==> src/rtl/burst_seq_pkg.sv <==
package burst_seq_pkg;

   typedef enum logic {
      ORDER_LINEAR      = 1'b0,
      ORDER_INTERLEAVED = 1'b1
   } burst_order_e;

   // Beats per burst for a given beat-field width
   function automatic int unsigned beats_per_burst(input int unsigned beat_w);
      return 32'd1 << beat_w;
   endfunction

endpackage

==> src/rtl/burst_beat_ctr.sv <==
module burst_beat_ctr #(
   parameter int unsigned BEAT_W = 2
) (
   input  logic              clk,
   input  logic              rst_n,
   input  logic              clk_en,
   input  logic              advance,
   output logic [BEAT_W-1:0] beat
);

   localparam logic [BEAT_W-1:0] BEAT_ONE = BEAT_W'(1);

   always_ff @(posedge clk or negedge rst_n) begin
      if (!rst_n) begin
         beat <= '0;
      end else if (clk_en) begin
         if (advance) beat <= beat + BEAT_ONE;
         else         beat <= '0;
      end
   end

   // a load clears the beat position
   assert_load_clears_beat_R9: assert property (@(posedge clk) disable iff (!rst_n)
      (clk_en && !advance) |=> (beat == '0));

   // a stalled cycle holds the beat position
   assert_stall_holds_beat_R7: assert property (@(posedge clk) disable iff (!rst_n)
      (!clk_en) |=> $stable(beat));

endmodule

==> src/rtl/burst_base_reg.sv <==
module burst_base_reg #(
   parameter int unsigned ADDR_W = 18
) (
   input  logic              clk,
   input  logic              rst_n,
   input  logic              clk_en,
   input  logic              advance,
   input  logic [ADDR_W-1:0] ext_addr,
   output logic [ADDR_W-1:0] base
);

   always_ff @(posedge clk or negedge rst_n) begin
      if (!rst_n)                  base <= '0;
      else if (clk_en && !advance) base <= ext_addr;
   end

   // the base never moves on an advance
   assert_base_held_on_advance_R5: assert property (@(posedge clk) disable iff (!rst_n)
      (clk_en && advance) |=> $stable(base));

endmodule

==> src/rtl/burst_order_map.sv <==
module burst_order_map #(
   parameter int unsigned BEAT_W = 2
) (
   input  logic              interleave,
   input  logic [BEAT_W-1:0] start_low,
   input  logic [BEAT_W-1:0] beat,
   output logic [BEAT_W-1:0] low_out
);

   logic [BEAT_W-1:0] carry;
   logic [BEAT_W-1:0] lin_low;
   logic [BEAT_W-1:0] xor_low;

   assign carry[0] = 1'b0;

   // Per-bit ripple adder (wrapping) and per-bit XOR map
   for (genvar gi = 0; gi < BEAT_W; gi++) begin : g_bit
      assign xor_low[gi] = start_low[gi] ^ beat[gi];
      assign lin_low[gi] = start_low[gi] ^ beat[gi] ^ carry[gi];
      if (gi < BEAT_W - 1) begin : g_carry
         assign carry[gi+1] = (start_low[gi] & beat[gi]) |
                              (carry[gi] & (start_low[gi] ^ beat[gi]));
      end
   end

   always_comb begin
      if (interleave) low_out = xor_low;
      else            low_out = lin_low;
   end

   // beat zero always maps to the start position, in either order
   always_comb begin
      if (beat == '0) begin
         assert_beat0_is_start_R4: assert (low_out == start_low);
      end
   end

endmodule

==> src/rtl/burst_addr_seq.sv <==
module burst_addr_seq
   import burst_seq_pkg::*;
#(
   parameter int unsigned ADDR_W = 18,
   parameter int unsigned BEAT_W = 2
) (
   input  logic              clk,
   input  logic              rst_n,
   input  logic              clk_en,
   input  logic              advance,
   input  logic              interleave,
   input  logic [ADDR_W-1:0] ext_addr,
   output logic [ADDR_W-1:0] word_addr
);

   localparam int unsigned UPPER_W = ADDR_W - BEAT_W;
   localparam int unsigned NBEATS  = beats_per_burst(BEAT_W);

   if (BEAT_W < 1 || BEAT_W > 4) begin : g_bad_beat
      $error("burst_addr_seq: BEAT_W must be in 1..4");
   end
   if (ADDR_W <= BEAT_W) begin : g_bad_addr
      $error("burst_addr_seq: ADDR_W must exceed BEAT_W");
   end
   if (NBEATS < 2) begin : g_bad_nbeats
      $error("burst_addr_seq: a burst needs at least two beats");
   end

   logic [ADDR_W-1:0] base;
   logic [BEAT_W-1:0] beat;
   logic [BEAT_W-1:0] low;
   burst_order_e      order;

   assign order = burst_order_e'(interleave);

   burst_base_reg #(.ADDR_W(ADDR_W)) u_base (
      .clk      (clk),
      .rst_n    (rst_n),
      .clk_en   (clk_en),
      .advance  (advance),
      .ext_addr (ext_addr),
      .base     (base)
   );

   burst_beat_ctr #(.BEAT_W(BEAT_W)) u_beat (
      .clk     (clk),
      .rst_n   (rst_n),
      .clk_en  (clk_en),
      .advance (advance),
      .beat    (beat)
   );

   burst_order_map #(.BEAT_W(BEAT_W)) u_map (
      .interleave (order == ORDER_INTERLEAVED),
      .start_low  (base[BEAT_W-1:0]),
      .beat       (beat),
      .low_out    (low)
   );

   assign word_addr = {base[ADDR_W-1:BEAT_W], low};

   // a load presents the external address next cycle
   assert_load_takes_addr_R2: assert property (@(posedge clk) disable iff (!rst_n)
      (clk_en && !advance) |=> (word_addr == $past(ext_addr)));

   // upper bits are untouched by an advance
   assert_upper_stable_R5: assert property (@(posedge clk) disable iff (!rst_n)
      (clk_en && advance) |=> $stable(word_addr[ADDR_W-1:BEAT_W]));

   // linear order steps the low bits by one, wrapping
   assert_linear_step_R3: assert property (@(posedge clk) disable iff (!rst_n)
      (clk_en && advance && !interleave) |=>
         (interleave ||
          word_addr[BEAT_W-1:0] == BEAT_W'($past(word_addr[BEAT_W-1:0]) + BEAT_W'(1))));

   // a stall freezes the address while the order input is static
   assert_stall_freezes_R7: assert property (@(posedge clk) disable iff (!rst_n)
      (!clk_en) |=> ($stable(word_addr) || !$stable(interleave)));

   logic [UPPER_W-1:0] unused_upper_chk;
   assign unused_upper_chk = word_addr[ADDR_W-1:BEAT_W];

   // reset state
   always_comb begin
      if (!rst_n) begin
         assert_reset_zero_R1: assert (word_addr == '0 && unused_upper_chk == '0);
      end
   end

endmodule

==> config.mk <==
export PLATFORM = sky130hd
export DESIGN_NAME = burst_addr_seq
export DESIGN_NICKNAME = d
export VERILOG_FILES = /design/src/rtl/burst_seq_pkg.sv /design/src/rtl/burst_beat_ctr.sv /design/src/rtl/burst_base_reg.sv /design/src/rtl/burst_order_map.sv /design/src/rtl/burst_addr_seq.sv
export SDC_FILE = /design/constraint.sdc
export NUM_CORES = 1
export LEC_CHECK = 0
export ABC_CLOCK_PERIOD_IN_PS = 2320
export BUFFER_PORTS_ARGS = -buffer_cell sky130_fd_sc_hd__buf_2
export CAP_MARGIN = 20
export CORE_AREA = 5 5 49 51
export CTS_CLUSTER_DIAMETER = 150
export DETAILED_ROUTE_END_ITERATION = 10
export DIE_AREA = 0 0 54 56
export PLACE_DENSITY = 0.79
export RECOVER_POWER = 100
export SYNTH_ARGS = -nofsm -noshare
export SYNTH_HDL_FRONTEND = slang
export SYNTH_HIERARCHICAL = 1
export SYNTH_SLANG_ARGS = --single-unit
export TNS_END_PERCENT = 30
==> constraint.sdc <==
create_clock -name clk -period 2.32 [get_ports clk]
set_clock_uncertainty 0.15 [all_clocks]
set_input_delay 0.464 -clock clk [delete_from_list [all_inputs] [get_ports clk]]
set_output_delay 0.464 -clock clk [all_outputs]
set_load 0.05 [all_outputs]
==> run metrics <==
Net Count, Synth 75; antenna cells 0; Tmin final 2070 ps; DIE HEIGHT ~56 um; vias in the first global route roughly 570; top-count cell post-synth dfrtp_1; area leader, netlist dfrtp_1; CP cell instances ha_1, clkbuf_1; CP Max Fanout 4; DRT Pass-1 Iters 3; total clock sinks 20; RSZ-0062 raised after global routing no; Area Growth Syn to Fin 20.0%; GRT Overall Usage 11.6%; crit start category register; Via Count 547; library cells used by synthesis 14; Max Cap Viol 0; site row count 16; die width 54 um; largest net degree at the start of global routing 21; via/cell ratio approximately 4.6; EDFF count, synth 0; io pins 41; slowest stage delay, CP 470 ps; CTS clock-pin slew for the worst setup and hold paths 100 ps; LEAKAGE roughly 0.47 nW; antenna violations before repair 0; worst hold start ext_addr[9]; DR iter-0 viols 7; WS Path Type register to output pin; outcome finished, final reports clean; DIE AREA 3020 um^2; Root Buffer clkbuf_4; layout cells sized above 1 between 30% and 40%; Initial Util 45.5%; Peak Freq just under 500 MHz; CTS tree yes; Async S/R FF share, synth 100%; Worst slew margin between 30% and 40%; first-pass GRT wire length 2530 um; warnings from Yosys 6; wire per inst 13.1 um; Worst Tran Pin Value 1010 ps; Synth top area share 57.9%; worst vdd ir 0.000461 V; pwr/cell area 894 nW/um^2; Total Wirelength 1580 um; routability cong. 0.589; Max stage delay cell, worst path clkbuf_1; Gate Count Post-Synth between 50 and 60; final slew viol count 0; core footprint 1900 um^2; Avg Cell Area, Syn 17.0 um^2; Seq/Total Area, Yosys ~58%; Final ANT Viol Nets 0; crit path DAT 1450 ps; hpwl dp 1230 um; Synth top cells by count 20 x dfrtp_1, 10 x mux2_4, 8 x mux2_2, 2 x nor2b_1, 2 x xnor2_1; Setup TNS Final 0 ps; worst path required time 1710 ps; Max H-tree Level 1; Final Hold Vio Count 0; worst setup path start u_beat/beat[0]$_DFFE_PN0P_; synth top area cells dfrtp_1 58%, mux2_4 17%, mux2_2 10%; placed insts 116; Remaining Overflow, GRT 0; # DRC 0; worst-skew pair later-pin latency 280 ps; Post-Layout Cell Count 120; R2R Path Start u_beat/beat[0]$_DFFE_PN0P_; Nets around 120; HP Class input port to register; final period utilization 89.1%; clock buffer depth 2; final setup vio count 0; cts bufs inserted 3; synthesized cell area 865 um^2; Synth Flop Type dfrtp_1; CP Capture Type output pin; FILL cells 187; #FFs+latches synth 20; # port buffers 40
[what timing repair did]
item	4_1_cts	5_1_grt
hold buffers	1	0
endpoints found under the hold margin	20	0
setup buffers	0	0
resized for setup	0	0
[cells in the final DEF (no fill, tap or decap)]
| cell | n |
|---|---|
| dlygate4sd3_1 | 1 |
| buf_2 | 20 |
| clkbuf_2 | 1 |
| clkbuf_4 | 3 |
| clkbuf_1 | 19 |
| and4b_1 | 1 |
| a311o_1 | 1 |
| nor2b_1 | 2 |
| dfrtp_1 | 20 |
| o21ai_0 | 1 |
| inv_1 | 1 |
| mux2_4 | 1 |
| xnor2_1 | 2 |
| nor2b_2 | 1 |
| mux2_1 | 9 |
| nand3b_1 | 1 |
| ha_1 | 1 |
| mux2_2 | 8 |
[path summary, 6_finish.rpt]
path	slack, ps	depth (start not counted)	to
setup / recovery	250	2	word_addr[0]
hold / removal	230	2	u_base/base[9]$_DFFE_PN0P_
setup reg to reg	1170	2	u_beat/beat[1]$_DFFE_PN0P_
hold reg to reg	360	1	u_base/base[8]$_DFFE_PN0P_
max in group asynchronous	710	2	u_base/base[7]$_DFFE_PN0P_
min in group asynchronous	700	2	u_base/base[15]$_DFFE_PN0P_
[kinds of logic after synthesis]
logic type / count (synthesis) / synth area share, %
xor+xnor: 2 / 2.03
buf+inv: 3 / 4.05
simple gates: 5 / 5.06
flops: 20 / 57.9
compound gates: 2 / 1.74
fa+ha+maj: 1 / 1.45
mux: 18 / 27.8
[cell type report]
type	count	area [um^2]	area share, %
Multi-Input combinational cell	28	290	28.0
Clock buffer	3	22.5	2.17
Sequential cell	20	500	48.3
Inverter	1	3.75	0.362
Timing Repair Buffer	41	186	18.0
Tap cell	27	33.8	3.26
[critical path, delay by kind of cell (launching register included)]
family                     cells  cell delay, ps
buffers and inverters          1             470
DFF                            1             410
adders and majority gates      1             290
[report_power, final]
group	switching, mW	total [mW]	internal [mW]
logic	0.255	0.344	0.0892
clock network	0.0921	0.152	0.0604
registers	0.0302	0.431	0.401
total	0.377	0.927	0.550
[layer usage]
metal | vias to the layer above | wire length, um | global-route usage, %
li1 | 261 | - | -
met1 | 254 | 641 | 13.7
met2 | 27 | 734 | 17.3
met3 | 5 | 167 | 5.09
met4 | 0 | 33 | 6.41
met5 | - | 0 | 0
[per-stage QoR]
| stage | worst slack [ps] | cell area [um^2] | hold slack [ps] | power, mW | util, % |
|---|---|---|---|---|---|
| after global placement | 534 | 1070 | 268 | 0.813 | 56.1 |
| after CTS | 271 | 1100 | 234 | 0.976 | 57.8 |
| after floorplan | 198 | 865 | 18.4 | 0.731 | - |
| final | 252 | 1040 | 231 | 0.927 | 54.5 |
| after detailed placement | 512 | 1070 | 280 | 0.819 | 56.1 |
| after global routing | 166 | 1040 | 218 | 0.976 | 54.5 |
[state kept, by name, indices dropped and copies added, names as in the netlist]
signal	flops
u_base/base	18
u_beat/beat	2
Power figures use the tool's default switching activity.
